[src/rtl/gei_pkg.sv]
package gei_pkg;
  localparam int ADDR_W = 3;

  typedef enum logic [1:0] {
    SENSE_OFF  = 2'b00,
    SENSE_RISE = 2'b01,
    SENSE_FALL = 2'b10,
    SENSE_ANY  = 2'b11
  } sense_e;

  localparam logic [ADDR_W-1:0] A_MASK     = 3'd0;
  localparam logic [ADDR_W-1:0] A_SENSE_LO = 3'd1;
  localparam logic [ADDR_W-1:0] A_SENSE_HI = 3'd2;
  localparam logic [ADDR_W-1:0] A_STATUS   = 3'd3;
  localparam logic [ADDR_W-1:0] A_SOURCE   = 3'd4;
endpackage

[src/rtl/gei_sync.sv]
module gei_sync #(
  parameter int W = 8
) (
  input  logic         clk,
  input  logic         rst,
  input  logic [W-1:0] d,
  output logic [W-1:0] q
);
  logic [W-1:0] meta_q;

  always_ff @(posedge clk) begin
    if (rst) begin
      meta_q <= '0;
      q      <= '0;
    end else begin
      meta_q <= d;
      q      <= meta_q;
    end
  end
endmodule

[src/rtl/gei_edge.sv]
module gei_edge
  import gei_pkg::*;
#(
  parameter int LINES = 8
) (
  input  logic               clk,
  input  logic               rst,
  input  logic [LINES-1:0]   level,
  input  logic [2*LINES-1:0] sense,
  output logic [LINES-1:0]   hit
);
  logic [LINES-1:0] prev_q;

  always_ff @(posedge clk) begin
    if (rst) prev_q <= '0;
    else     prev_q <= level;
  end

  for (genvar k = 0; k < LINES; k++) begin : g_line
    logic up, down;
    assign up   = level[k] & ~prev_q[k];
    assign down = ~level[k] & prev_q[k];
    always_comb begin
      unique case (sense_e'(sense[2*k +: 2]))
        SENSE_RISE: hit[k] = up;
        SENSE_FALL: hit[k] = down;
        SENSE_ANY:  hit[k] = up | down;
        default:    hit[k] = 1'b0;
      endcase
    end
  end
endmodule

[src/rtl/gei_status.sv]
module gei_status #(
  parameter int LINES = 8
) (
  input  logic             clk,
  input  logic             rst,
  input  logic [LINES-1:0] hit,
  input  logic [LINES-1:0] clr,
  input  logic [LINES-1:0] mask,
  output logic [LINES-1:0] status_q,
  output logic [LINES-1:0] source_q,
  output logic             irq_n
);
  logic [LINES-1:0] status_d, source_d;

  // a new edge outranks a clear in the same cycle
  assign status_d = hit | (status_q & ~clr);
  assign source_d = (hit & ~mask) | (source_q & ~clr);

  always_ff @(posedge clk) begin
    if (rst) begin
      status_q <= '0;
      source_q <= '0;
      irq_n    <= 1'b1;
    end else begin
      status_q <= status_d;
      source_q <= source_d;
      irq_n    <= ~|source_d;
    end
  end
endmodule

[src/rtl/gei_irq_ctrl.sv]
module gei_irq_ctrl
  import gei_pkg::*;
#(
  parameter int LINES = 8
) (
  input  logic              clk,
  input  logic              rst,
  input  logic [LINES-1:0]  pin_in,
  input  logic              wr_en,
  input  logic [ADDR_W-1:0] wr_addr,
  input  logic [LINES-1:0]  wr_data,
  input  logic [ADDR_W-1:0] rd_addr,
  output logic [LINES-1:0]  rd_data,
  output logic              irq_n
);
  localparam int SW = 2 * LINES;

  logic [LINES-1:0] level;
  logic [LINES-1:0] hit;
  logic [LINES-1:0] mask_q;
  logic [SW-1:0]    sense_q, sense_d;
  logic [LINES-1:0] chg, clr;
  logic [LINES-1:0] status_q, source_q;

  gei_sync #(.W(LINES)) u_sync (
    .clk(clk), .rst(rst), .d(pin_in), .q(level)
  );

  gei_edge #(.LINES(LINES)) u_edge (
    .clk(clk), .rst(rst), .level(level), .sense(sense_q), .hit(hit)
  );

  always_comb begin
    sense_d = sense_q;
    if (wr_en && wr_addr == A_SENSE_LO) sense_d[LINES-1:0]  = wr_data;
    if (wr_en && wr_addr == A_SENSE_HI) sense_d[SW-1:LINES] = wr_data;
  end

  for (genvar k = 0; k < LINES; k++) begin : g_chg
    assign chg[k] = sense_d[2*k +: 2] != sense_q[2*k +: 2];
  end

  assign clr = chg | ((wr_en && wr_addr == A_STATUS) ? wr_data : '0);

  always_ff @(posedge clk) begin
    if (rst) begin
      mask_q  <= '1;
      sense_q <= '0;
    end else begin
      sense_q <= sense_d;
      if (wr_en && wr_addr == A_MASK) mask_q <= wr_data;
    end
  end

  gei_status #(.LINES(LINES)) u_status (
    .clk(clk), .rst(rst), .hit(hit), .clr(clr), .mask(mask_q),
    .status_q(status_q), .source_q(source_q), .irq_n(irq_n)
  );

  always_ff @(posedge clk) begin
    if (rst) rd_data <= '0;
    else begin
      unique case (rd_addr)
        A_MASK:     rd_data <= mask_q;
        A_SENSE_LO: rd_data <= sense_q[LINES-1:0];
        A_SENSE_HI: rd_data <= sense_q[SW-1:LINES];
        A_STATUS:   rd_data <= status_q;
        A_SOURCE:   rd_data <= source_q;
        default:    rd_data <= '0;
      endcase
    end
  end
endmodule

[config.mk]
export PLATFORM = sky130hd
export DESIGN_NAME = gei_irq_ctrl
export DESIGN_NICKNAME = d
export VERILOG_FILES = /design/src/rtl/gei_pkg.sv /design/src/rtl/gei_sync.sv /design/src/rtl/gei_edge.sv /design/src/rtl/gei_status.sv /design/src/rtl/gei_irq_ctrl.sv
export SDC_FILE = /design/constraint.sdc
export NUM_CORES = 1
export LEC_CHECK = 0
export ABC_AREA = 1
export CAP_MARGIN = 25
export CORE_MARGIN = 10
export CORE_UTILIZATION = 25
export DETAILED_ROUTE_END_ITERATION = 12
export PLACE_DENSITY = 0.43
export SYNTH_ARGS = -nofsm -noshare
export SYNTH_HDL_FRONTEND = slang
export SYNTH_HIERARCHICAL = 1
export SYNTH_SLANG_ARGS = --single-unit
[constraint.sdc]
create_clock -name clk -period 2.88 [get_ports clk]
set_input_delay 0.432 -clock clk [delete_from_list [all_inputs] [get_ports clk]]
set_output_delay 0.432 -clock clk [all_outputs]
set_load 0.05 [all_outputs]
Word-level counts from Yosys, hierarchy flattened
Cells that the tools add are included.
Storage, ports and cells
  flip-flop bits (word level): 73
Operators by class
  eq/ne operators: 39
  multiplexer cells: 12
  bitwise gates (word level): 48
  reduce and logical (&&, ||, !) cells: 8
Operators with widths (number)
  $pmux W8 S5: 1
  $eq A2 B2 Y1 const B: 16
  $and A8 B8 Y8: 3
  $mux W8: 3
  $or A8 B8 Y8: 3
  $pmux W1 S3: 8
  $and A1 B1 Y1: 16
  $eq A2 B1 Y1 const B: 8
  $ne A2 B2 Y1: 8
  $not A1 Y1: 16
  $not A8 Y8: 2
  $eq A3 B2 Y1 const B: 4
  $or A1 B1 Y1: 8
  $reduce_or A8 Y1: 1
  $eq A3 B1 Y1 const B: 2
  $logic_not A3 Y1: 2
  $logic_and A1 B1 Y1: 4
  $eq A3 B3 Y1 const B: 1
  $logic_not A1 Y1: 1

Logic depth before layout (Yosys ltp)
Gate-level depths: netlist of the first run.
  depth after elaboration: 10
  depth in mapped cells: 14

Cells and area by module
The synthesis of the first run kept the hierarchy.
By module, submodules not included
  gei_irq_ctrl: instances 1, cells each 297, area each 1959.4 um^2, seq. area each 640.6 um^2
  gei_edge: instances 1, cells each 105, area each 711.9 um^2, seq. area each 160.2 um^2
  gei_status: instances 1, cells each 91, area each 653.1 um^2, seq. area each 340.3 um^2
  gei_sync: instances 1, cells each 50, area each 474.2 um^2, seq. area each 320.3 um^2

Worst setup path after synthesis of the first run
Ideal clock, no wire load.
  kind: in2reg
  from: input port wr_addr[2]
  to: register u_status.irq_n
  arrival: 1.445 ns
  slack: 1.366 ns
  stages: 14
  cell sequence: inv_2 > nand2_2 > nor2_2 > buf_4 > nand3_1 > nand2_1 > clkinv_1 > nand2_1 > inv_1 > nand2_2 > nand2_1 > nor2_1 > nand2_1 > o21ai_1
On the way
  cells in the longest elaborated chain, start to end: 10
  elaborated cells on any way between the ends: 23
  those cells by class: 11 x eq/ne; 3 x mux; 4 x bitwise; 5 x reduce/logical
RTL lines
  start, declared: line gei_irq_ctrl.sv:10  | input logic [ADDR_W-1:0] wr_addr,
  $eq A3 B1 Y1: line gei_irq_ctrl.sv:35  | if (wr_en && wr_addr == A_SENSE_LO) sense_d[LINES-1:0] = wr_data;
  $logic_and A1 B1 Y1: line gei_irq_ctrl.sv:35
  $mux W8: line gei_irq_ctrl.sv:35
  $ne A2 B2 Y1: line gei_irq_ctrl.sv:40  | assign chg[k] = sense_d[2*k +: 2] != sense_q[2*k +: 2];
  $or A8 B8 Y8 (*): line gei_irq_ctrl.sv:43  | assign clr = chg | ((wr_en && wr_addr == A_STATUS) ? wr_data : '0);
  via clr[1]: line gei_irq_ctrl.sv:22  | logic [LINES-1:0] chg, clr;
  $not A8 Y8 (*): line gei_status.sv:17  | assign source_d = (hit & ~mask) | (source_q & ~clr);
  $and A8 B8 Y8 (*): line gei_status.sv:17
  $or A8 B8 Y8 (*): line gei_status.sv:17
  $reduce_or A8 Y1 (*): line gei_status.sv:27  | irq_n <= ~|source_d;
  $logic_not A1 Y1 (*): line gei_status.sv:27
  end signal, assigned: line gei_status.sv:27
  end, declared: line gei_status.sv:11  | output logic irq_n
The timed path passes the listed nets; every way through them passes the cells marked *.
A chain may end at the register's enable or synchronous reset.

Final worst setup path of the first run
  from: input port wr_en
  to: register u_status.irq_n
On the way
  cells in the longest elaborated chain, start to end: 9
  elaborated cells on any way between the ends: 20
  those cells by class: 8 x eq/ne; 3 x mux; 4 x bitwise; 5 x reduce/logical
RTL lines
  start, declared: line gei_irq_ctrl.sv:9  | input logic wr_en,
  $logic_and A1 B1 Y1: line gei_irq_ctrl.sv:35
  $mux W8: line gei_irq_ctrl.sv:35
  $ne A2 B2 Y1: line gei_irq_ctrl.sv:40
  $or A8 B8 Y8 (*): line gei_irq_ctrl.sv:43
  via clr[2]: line gei_irq_ctrl.sv:22
  $not A8 Y8 (*): line gei_status.sv:17
  $and A8 B8 Y8 (*): line gei_status.sv:17
  $or A8 B8 Y8 (*): line gei_status.sv:17
  $reduce_or A8 Y1 (*): line gei_status.sv:27
  $logic_not A1 Y1 (*): line gei_status.sv:27
Marks and branches as above.

==> results of run 1 <==
==> power by group through the flow <==
stage	clock, mW	combinational [mW]	sequential (mW)
6_report	1.13	0.226	1.07
5_1_grt	1.21	0.254	1.07
4_1_cts	1.17	0.229	1.07
3_5_place_dp	0	0.227	1.09
3_3_place_gp	0	0.226	1.09
2_1_floorplan	0	0.131	1.09
==> synth_stat cells <==
master and count:
clkbuf_1 5, buf_2 8, o211ai_1 5, nand2_2 4, nand3_2 1, buf_4 3
buf_6 4, inv_2 5, a211oi_2 16, o21ai_0 1, nor2_1 77, nand3_1 82
nor2_2 8, ha_1 16, nor3_1 7, nor3_2 1, clkinv_1 2, buf_8 1
nand4_1 8, inv_1 103, a21oi_1 14, o21ai_1 3, nand2_1 94, dfxtp_1 73
nor2_4 2
==> cell families after synthesis <==
family	Yosys count
compound gates	39
fa+ha+maj	16
buf+inv	131
flops	73
simple gates	284
==> per-stage QoR <==
stage               instance area, sq um  worst slack (ns)  hold slack, ns
global route                        4580             0.584           0.421
CTS                                 4580             0.840           0.401
finish                              4580             0.847           0.401
global placement                    4280             0.523           0.390
detailed placement                  4280             0.497           0.393
floorplan                           3800              1.37           0.388
==> registers in the layout, indices dropped and copies added (netlist names) <==
register           count
u_sync/meta_q          8
u_sync/q               8
rd_data                8
u_status/source_q      8
sense_q               16
u_edge/prev_q          8
u_status/status_q      8
u_status/irq_n         1
mask_q                 8
==> worst reg2reg max path, delay by kind of cell (launching register included) <==
family | cells | cell delay [ns]
buf+inv | 3 | 0.16
compound gates | 2 | 0.30
flops | 1 | 0.33
simple gates | 4 | 0.35
fa+ha+maj | 1 | 0.28
==> per-layer routing <==
layer	share of wire	vias up	track usage	routed length, um
met2	0.46	63	0.169	4760
met3	0.050	14	0.0305	510
met4	0.018	0	0.0403	184
li1	-	1756	-	-
met5	0	-	0	0
met1	0.47	1475	0.128	4780
==> final cells by class <==
| class | instances | area, sq um |
|---|---|---|
| clock buffers | 12 | 256 |
| clock inverters | 3 | 40.0 |
| fillers | 1585 | 10100 |
| inverters | 110 | 413 |
| multi-input cells | 339 | 1780 |
| flip-flops and latches | 73 | 1460 |
| well taps | 184 | 230 |
| repair buffers | 42 | 393 |
==> path summary, 6_finish.rpt <==
check	from	endpoint	slack, ns	cells past startpoint
worst max-delay path	wr_en	u_status/irq_n$_SDFF_PP1_	0.85	13
worst min register to register	u_sync/meta_q[0]$_SDFF_PP0_	u_sync/q[0]$_SDFF_PP0_	0.40	2
worst min-delay path	u_sync/meta_q[0]$_SDFF_PP0_	u_sync/q[0]$_SDFF_PP0_	0.40	2
worst max register to register	u_sync/q[7]$_SDFF_PP0_	u_status/irq_n$_SDFF_PP1_	1.35	10
==> flow_summary_export.csv, run 1 <==
group,metric,value,unit
setup_path,cp_common_cell,"nand2_1",
final_layout,fin_util,0.311,
final_layout,final_cells,763,
timing,post-route-period-util,0.706,
synthesis,synth_compound_area_frac,0.0863,
grt,grt_max_degree,37,
clock_network,cts_root_buf,"clkbuf_16",
timing,setup_tns,0,ns
clock_network,clk_latency,0.34,ns
synthesis,syn_area_per_cell,7.00,sq um
run_status,status,"complete, no violations",
detailed_routing,drcViolationCount,0,
clock_network,hold_buffers,0,
clock_network,cts_buffers,9,
synthesis,synth_fa_ha_area_frac,0.0527,
detailed_routing,vias_per_cell,4.34,
placed_design,dpl.hpwl,7.71,mm
power_and_ir_drop,pwr-share-clk,0.467,
power_and_ir_drop,p_leak,2.08,nW
floorplanning,die_h,143,um
clock_network,cts_max_level,3,
final_layout,final_common_cell,"inv_1",
synthesis,synth_area_leaders,"dfxtp_1 38%, nand3_1 11%, inv_1 10%",
power_and_ir_drop,power_density,530,nW/um^2
detailed_routing,first_pass_iters,4,
setup_path,end_kind,"register",
power_and_ir_drop,netSwitchingPower,592,uW
power_and_ir_drop,p_int,1.84,mW
setup_path,cp_num_buf_inv,3,
clock_network,cts_tree,"done",
grt,grt_pass1_wl,16.7,mm
power_and_ir_drop,seqPwrFrac,0.440,
synthesis,synth.ff_latch_count,73,
floorplanning,num_rows,44,
setup_path,cpPeakStageDelay,0.52,ns
setup_path,worstSetupPathType,"input pin to register",
synthesis,ys_seq_area_frac,0.385,
setup_path,crit_path_max_fanout,13,
power_and_ir_drop,swShare,0.244,
power_and_ir_drop,design_power_total,2.43,mW
synthesis,synth_xor_area_frac,0,
timing,setup_viol,0,
synthesis,syn-num-nets,584,
placed_design,finalWeightedCongestion,0.810,
detailed_routing,routed_wl,10.2,mm
final_layout,num_antenna_cells,0,
power_and_ir_drop,p_comb_frac,0.093,
clock_network,cts.path.max_buffers,2,
timing,grt_setup_unrepaired,"false",
placed_design,placed_cells,748,
flow_run,timing.max_cap.violations,0,
setup_path,crit_slowest_cell,"clkdlybuf4s50_1",
detailed_routing,first_iter_violations,213,
placed_design,io_buffer_count,33,
clock_network,clkTransAtPathRegs,0.06,ns
synthesis,muxShareOfSynthArea,0,
setup_path,cp_top_family,"simple AND/OR/NAND/NOR gates",
setup_path,path_cells,"clkdlybuf4s50_1 -> inv_2 -> nor2_2 -> nand2_1 -> nor3_1 -> nor2_1 -> nand2_1 -> inv_1 -> nand2_1 -> nand2_1 -> nor2_1 -> nand2_1 -> o21ai_1",
floorplanning,dieArea,20500,sq um
timing,fin_crit,2.03,ns
timing,fmax,492,MHz
synthesis,yosysUniqueCellTypes,25,
timing,slew_headroom,0.654,
detailed_routing,routedWlPerCell,13.4,um
clock_network,postCtsSetupBuffers,0,
detailed_routing,postRouteAntennaNets,0,
setup_path,required,3.15,ns
synthesis,netlist_area,3800,sq um
detailed_routing,vias,3308,
synthesis,synth_top_cell_by_area,"dfxtp_1",
synthesis,synth_top_family_by_area,"simple AND/OR/NAND/NOR gates",
setup_path,critPathLaunchType,"input pin",
synthesis,yosysTopAreaCellShare,0.385,
clock_network,cts.sinks,73,
clock_network,cts_resized,0,
floorplanning,coreArea,14700,sq um
final_layout,layout_common_cells,"103 x inv_1, 94 x nand2_1, 82 x nand3_1, 77 x nor2_1, 73 x dfxtp_1",
setup_path,cp_data_arrival_time,2.30,ns
timing,tightest_slew,0.518,ns
synthesis,yosys_warnings,6,
final_layout,drive_gt1_frac,0.105,
power_and_ir_drop,max-vdd-ir-drop,0.313,mV
final_layout,nNetsFinal,616,
timing,slew_viol_final,0,
grt,grt_usage,0.105,
grt,grt_pass1_vias,3250,
floorplanning,floorplan.initialDensity,0.258,
synthesis,syn_inst,543,
floorplanning,design.portCount,34,
grt,gr-total-overflow,0,
final_layout,area_delta_synth_final,20.5,%
timing,fin_skew,0.00660,ns
synthesis,synth-simple-area-share,0.330,
timing,hold_viol_final,0,
floorplanning,die_w,143,um
grt,antenna_found_initial,0,
min_path,hold_path.class,"register to register",
Note: power is estimated with default switching activity, not from simulation.
==> inputs of run 2 (changes only) <==
PLACE_DENSITY = 0.45   (was 0.43)
clock period = 1.7 ns   (was 2.88 ns; I/O delays follow)
==> run 2 against run 1 <==
Compared with the run above:
- combinational power grew 100%
- utilization rose by 2.6 points
- sequential power increased by 69%
- register-to-register slack got worse by 1.2 ns
- first-iteration DRC count is 8.0% lower
- routed wire length increased by 6.9%
- critical path depth is 3 lower
- non-clock buffer count grew 39
- total power grew 77%
- highest routed layer unchanged
==> flow_summary_export.csv, run 2 (synthesis gave the netlist of run 1 again) <==
group,metric,value,unit
clock_network,hold_buffers,0,
final_layout,final_cells,803,
timing,slew_headroom,0.647,
detailed_routing,drcViolationCount,0,
timing,slew_viol_final,0,
placed_design,io_buffer_count,33,
final_layout,num_antenna_cells,0,
floorplanning,dieArea,20500,sq um
timing,holdWs,0.363,ns
grt,antenna_found_initial,0,
final_layout,top_register,"sense_q",
clock_network,clkTransAtPathRegs,0.06,ns
setup_path,cp_data_arrival_time,1.80,ns
placed_design,placed_cells,787,
power_and_ir_drop,netSwitchingPower,1.06,mW
detailed_routing,routed_wl,10.9,mm
timing,tightest_slew,0.529,ns
setup_path,worstSetupPathType,"register to register",
final_layout,nNetsFinal,655,
clock_network,cts_tree,"done",
final_layout,design_area,4960,sq um
clock_network,cts_max_level,3,
final_layout,drive_gt1_frac,0.183,
grt,gr-total-overflow,0,
detailed_routing,first_iter_violations,196,
final_layout,largest_reg_flops,16,
final_layout,area_delta_synth_final,30.6,%
flow_run,timing.max_cap.violations,0,
detailed_routing,vias_per_cell,4.44,
clock_network,cts_buffers,9,
clock_network,cts.path.max_buffers,2,
timing,fin_crit,1.53,ns
detailed_routing,first_pass_iters,6,
grt,grt_pass1_wl,18.0,mm
clock_network,cts.sinks,73,
detailed_routing,routedWlPerCell,13.6,um
clock_network,cts_root_buf,"clkbuf_16",
power_and_ir_drop,power_density,868,nW/um^2
run_status,status,"complete, no violations",
detailed_routing,postRouteAntennaNets,0,
placed_design,placed_cell_area,4610,sq um
floorplanning,num_rows,44,
placed_design,dpl.hpwl,8.34,mm
power_and_ir_drop,design_power_total,4.31,mW
clock_network,clk_latency,0.34,ns
detailed_routing,vias,3562,
setup_path,required,1.97,ns
power_and_ir_drop,max-vdd-ir-drop,0.587,mV
power_and_ir_drop,p_int,3.24,mW
power_and_ir_drop,swShare,0.247,
setup_path,end_kind,"register",
grt,grt_usage,0.112,
placed_design,finalWeightedCongestion,0.813,
setup_path,crit_path_max_fanout,5,
power_and_ir_drop,pwr-share-clk,0.475,
timing,grt_setup_unrepaired,"false",
timing,setup_viol,0,
timing,fin_skew,0.00619,ns
final_layout,fillCellCount,1572,
floorplanning,coreArea,14700,sq um
power_and_ir_drop,seqPwrFrac,0.421,
final_layout,final_common_cell,"inv_1",
floorplanning,floorplan.initialDensity,0.258,
final_layout,layout_common_cells,"103 x inv_1, 93 x nand2_1, 82 x nand3_1, 76 x nor2_1, 72 x dfxtp_1",
floorplanning,design.portCount,34,
timing,fmax,652,MHz
floorplanning,die_w,143,um
timing,post-route-period-util,0.903,
floorplanning,die_h,143,um
grt,grt_max_degree,39,
timing,hold_viol_final,0,
min_path,hold_path.class,"input pin to register",
power_and_ir_drop,p_comb_frac,0.105,
grt,grt_pass1_vias,3460,
power_and_ir_drop,p_leak,2.36,nW
clock_network,postCtsSetupBuffers,0,
setup_path,critPathLaunchType,"register",
==> run 2: path summary, 6_finish.rpt <==
check / start / to / slack, ns / cells after the start
setup reg to reg: sense_q[6]$_SDFF_PP0_ / u_status/irq_n$_SDFF_PP1_ / 0.17 / 10
setup / recovery: sense_q[6]$_SDFF_PP0_ / u_status/irq_n$_SDFF_PP1_ / 0.17 / 10
hold reg to reg: u_sync/meta_q[7]$_SDFF_PP0_ / u_sync/q[7]$_SDFF_PP0_ / 0.40 / 2
hold / removal: rst / u_edge/prev_q[5]$_SDFF_PP0_ / 0.36 / 2
==> run 2: cell type report <==
type | instances | area, sq um | area share
inverters | 110 | 413 | 0.0832
multi-input cells | 339 | 1810 | 0.364
well taps | 184 | 230 | 0.0464
repair buffers | 81 | 736 | 0.148
clock inverters | 5 | 78.8 | 0.0159
flip-flops and latches | 73 | 1460 | 0.295
clock buffers | 11 | 233 | 0.0469
==> run 2: power groups by stage <==
stage | sequential, mW | combinational, mW | clock [mW]
finish | 1.81 | 0.451 | 2.04
global route | 1.82 | 0.503 | 2.16
CTS | 1.81 | 0.451 | 2.11
detailed placement | 1.85 | 0.448 | 0
global placement | 1.85 | 0.447 | 0
floorplan | 1.85 | 0.222 | 0
==> run 2: layer usage <==
metal | part of all wire | global-route usage
met2 | 0.46 | 0.184
met3 | 0.050 | 0.0235
met4 | 0.029 | 0.0516
met1 | 0.46 | 0.137
met5 | 0 | 0
==> run 2: worst max-delay path: stages, from the launching register on <==
cell and delay, ns:
dfxtp_1 0.46, inv_1 0.13, nor3_1 0.18, nor2_1 0.07, nand2_1 0.11, inv_1 0.08
nand2_2 0.07, nand2_1 0.07, nor2_1 0.11, nand2_1 0.05, o21ai_1 0.13
==> run 2: per-stage QoR <==
stage / worst slack, ns / TNS (ns) / utilization
5_1_grt: 0.00336 / 0 / 0.338
3_5_place_dp: -0.404 / -3.15 / 0.314
2_1_floorplan: 0.363 / 0 / -
4_1_cts: 0.00279 / 0 / 0.335
3_3_place_gp: -0.344 / -2.38 / 0.314
6_report: 0.166 / 0 / 0.338
==> run 2: timing repair <==
| action | in CTS | in global routing |
|---|---|---|
| endpoints found under the setup margin | 1 | 3 |
| hold endpoints to repair | 0 | 0 |
| gates resized for setup | 1 | 10 |
==> inputs of run 3 (changes only) <==
ABC_AREA = 0   (was 1)
SYNTH_HIERARCHICAL = not set   (was 1)
==> run 3 against run 2 <==
Compared with the run above:
- via count is 20% lower
- cell area is 9.5% lower
- total power is 6.4% lower
- sequential cell count stayed put
- highest routed layer unchanged
==> flow_summary_export.csv, run 3 <==
group,metric,value,unit
run_status,status,"complete, no violations",
setup_path,path_cells,"clkdlybuf4s50_1 -> inv_2 -> nor3b_4 -> o311ai_2 -> a21oi_2 -> nand4_1 -> o21ai_1",
grt,grt_pass1_vias,2810,
setup_path,worstSetupPathType,"input pin to register",
synthesis,ys_seq_area_frac,0.435,
placed_design,placed_cell_area,4150,sq um
detailed_routing,postRouteAntennaNets,0,
detailed_routing,routed_wl,9.49,mm
timing,slew_viol_final,0,
clock_network,clkTransAtPathRegs,0.06,ns
final_layout,largest_reg_flops,16,
floorplanning,die_w,136,um
floorplanning,die_h,136,um
timing,post-route-period-util,0.971,
timing,fin_crit,1.65,ns
timing,hold_viol_final,0,
synthesis,yosys_warnings,0,
synthesis,netlist_area,3360,sq um
clock_network,cts.path.max_buffers,2,
final_layout,final_common_cell,"dfxtp_1",
timing,slew_headroom,0.597,
grt,grt_pass1_wl,15.1,mm
final_layout,top_register,"sense_q",
setup_path,cpPeakStageDelay,0.50,ns
synthesis,synthTopCellsByCount,"73 x dfxtp_1, 50 x nand2_1, 33 x nor2b_1",
min_path,hold_path.class,"input pin to register",
grt,antenna_found_initial,0,
power_and_ir_drop,pwr-share-clk,0.457,
grt,grt_max_degree,65,
synthesis,dominantRegCellSynth,"dfxtp_1",
timing,grt_setup_unrepaired,"true",
floorplanning,dieArea,18500,sq um
detailed_routing,first_iter_violations,201,
power_and_ir_drop,netSwitchingPower,938,uW
final_layout,design_area,4490,sq um
final_layout,layout_common_cells,"72 x dfxtp_1, 58 x buf_4, 50 x nand2_1, 33 x nor2b_1, 30 x nor2_1",
power_and_ir_drop,p_leak,1.70,nW
setup_path,required,1.97,ns
power_and_ir_drop,swShare,0.233,
power_and_ir_drop,p_comb_frac,0.100,
synthesis,yosysTopAreaCellShare,0.435,
flow_run,timing.max_cap.violations,0,
clock_network,cts_buffers,9,
clock_network,clk_latency,0.34,ns
clock_network,cts.sinks,73,
synthesis,synth_area_leaders,"dfxtp_1 44%, nor2b_1 6.1%, ha_1 6.0%",
detailed_routing,vias_per_cell,4.47,
final_layout,fin_util,0.340,
placed_design,io_buffer_count,33,
synthesis,synth_top_cell_by_area,"dfxtp_1",
synthesis,yosysUniqueCellTypes,38,
detailed_routing,drcViolationCount,0,
power_and_ir_drop,seqPwrFrac,0.442,
synthesis,yosysMostFrequentCell,"dfxtp_1",
setup_path,cp_num_buf_inv,2,
setup_path,cp_data_arrival_time,1.92,ns
clock_network,cts_max_level,3,
final_layout,area_delta_synth_final,33.7,%
synthesis,syn-num-nets,424,
power_and_ir_drop,max-vdd-ir-drop,0.398,mV
power_and_ir_drop,p_int,3.09,mW
timing,fin_skew,0.00619,ns
floorplanning,design.portCount,34,
clock_network,cts_root_buf,"clkbuf_16",
synthesis,syn_inst,383,
timing,fmax,606,MHz
setup_path,crit_slowest_cell,"clkdlybuf4s50_1",
timing,setup_viol,0,
placed_design,finalWeightedCongestion,0.789,
grt,grt_usage,0.107,
placed_design,dpl.hpwl,6.85,mm
timing,tightest_slew,0.604,ns
setup_path,end_kind,"register",
final_layout,nNetsFinal,494,
final_layout,drive_gt1_frac,0.205,
grt,gr-total-overflow,0,
detailed_routing,routedWlPerCell,15.0,um
setup_path,crit_path_max_fanout,6,
synthesis,synth_edf_count,0,
synthesis,async_flop_share,0,
clock_network,cts_tree,"done",
detailed_routing,vias,2837,
floorplanning,floorplan.initialDensity,0.255,
power_and_ir_drop,power_density,898,nW/um^2
floorplanning,num_rows,42,
setup_path,critPathLaunchType,"input pin",
final_layout,num_antenna_cells,0,
floorplanning,coreArea,13200,sq um
synthesis,syn_area_per_cell,8.77,sq um
setup_path,cp_top_family,"compound AO/OA/AOI/OAI gates",
synthesis,synth.ff_latch_count,73,
detailed_routing,first_pass_iters,4,
==> run 3: changes by cell type after synthesis, moves of 8 or more <==
cell      change
nand3_1      -77
a22oi_1      +15
nand2_1      -44
a211oi_2     -16
o21ai_0       +8
inv_1        -82
a21oi_1      +18
nor2_2        -8
nor2b_1      +33
nor2_1       -47
==> run 3: cell families (layout without fill, tap and decap cells) <==
family	Yosys count	after routing	share of synthesized area
AO/OA/AOI/OAI	83	83	0.156
buffers and inverters	47	122	0.0604
adder cells (fa/ha/maj)	16	16	0.0596
flip-flops	73	73	0.435
AND/OR/NAND/NOR	135	135	0.198
XOR/XNOR	14	14	0.0387
multiplexers	15	15	0.0522
==> run 3: final cells by class <==
type,instances,area (sq um)
sequential,73,1460
tap,176,220
clock buffer,14,284
multi-input combinational,263,1740
timing repair buffer,83,691
fill,1348,8700
clock inverter,2,10.0
inverter,23,86.3
==> run 3: tightest hold or removal path, delay by kind of cell <==
kind          cells  cell delay [ns]
buf+inv           2             0.33
simple gates      1             0.11
==> run 3: routing by layer <==
metal | GRT usage | wire [um]
met4 | 0.0544 | 197
met1 | 0.137 | 4630
met2 | 0.158 | 4140
met5 | 0 | 0
met3 | 0.0310 | 519
==> run 3: worst paths after layout <==
check	start	endpoint	slack, ns	cells past startpoint
max reg2reg	u_sync.q[7]$_SDFF_PP0_	u_status.irq_n$_SDFF_PP1_	0.07	9
min reg2reg	u_sync.meta_q[7]$_SDFF_PP0_	u_sync.q[7]$_SDFF_PP0_	0.43	1
max	wr_addr[0]	u_status.irq_n$_SDFF_PP1_	0.05	7
min	rst	u_edge.prev_q[6]$_SDFF_PP0_	0.39	3
==> run 3: power by group through the flow <==
stage | combinational (mW) | sequential, mW | clock (mW)
2_1_floorplan | 0.189 | 1.83 | 0
3_3_place_gp | 0.401 | 1.82 | 0
3_5_place_dp | 0.401 | 1.82 | 0
4_1_cts | 0.404 | 1.78 | 1.90
5_1_grt | 0.442 | 1.79 | 1.97
6_report | 0.404 | 1.78 | 1.84
==> run 3: through the flow <==
step | cells | TNS, ns | hold WS [ns] | worst slack (ns) | power [mW]
detailed placement | 617 | -4.92 | 0.420 | -0.384 | 2.22
global placement | 617 | -4.91 | 0.420 | -0.402 | 2.22
floorplan | 383 | 0 | 0.383 | 0.222 | 2.02
CTS | 633 | 0 | 0.396 | 0.0177 | 4.09
finish | 634 | 0 | 0.393 | 0.0498 | 4.03
global route | 634 | -0.0356 | 0.415 | -0.0356 | 4.20
==> run 3: repair_timing <==
item                                    in CTS  in global routing
setup buffers                                0                  1
hold buffers                                 0                  0
endpoints found under the setup margin       1                  3
gates resized for setup                      2                 11
pin swaps                                    1                  7
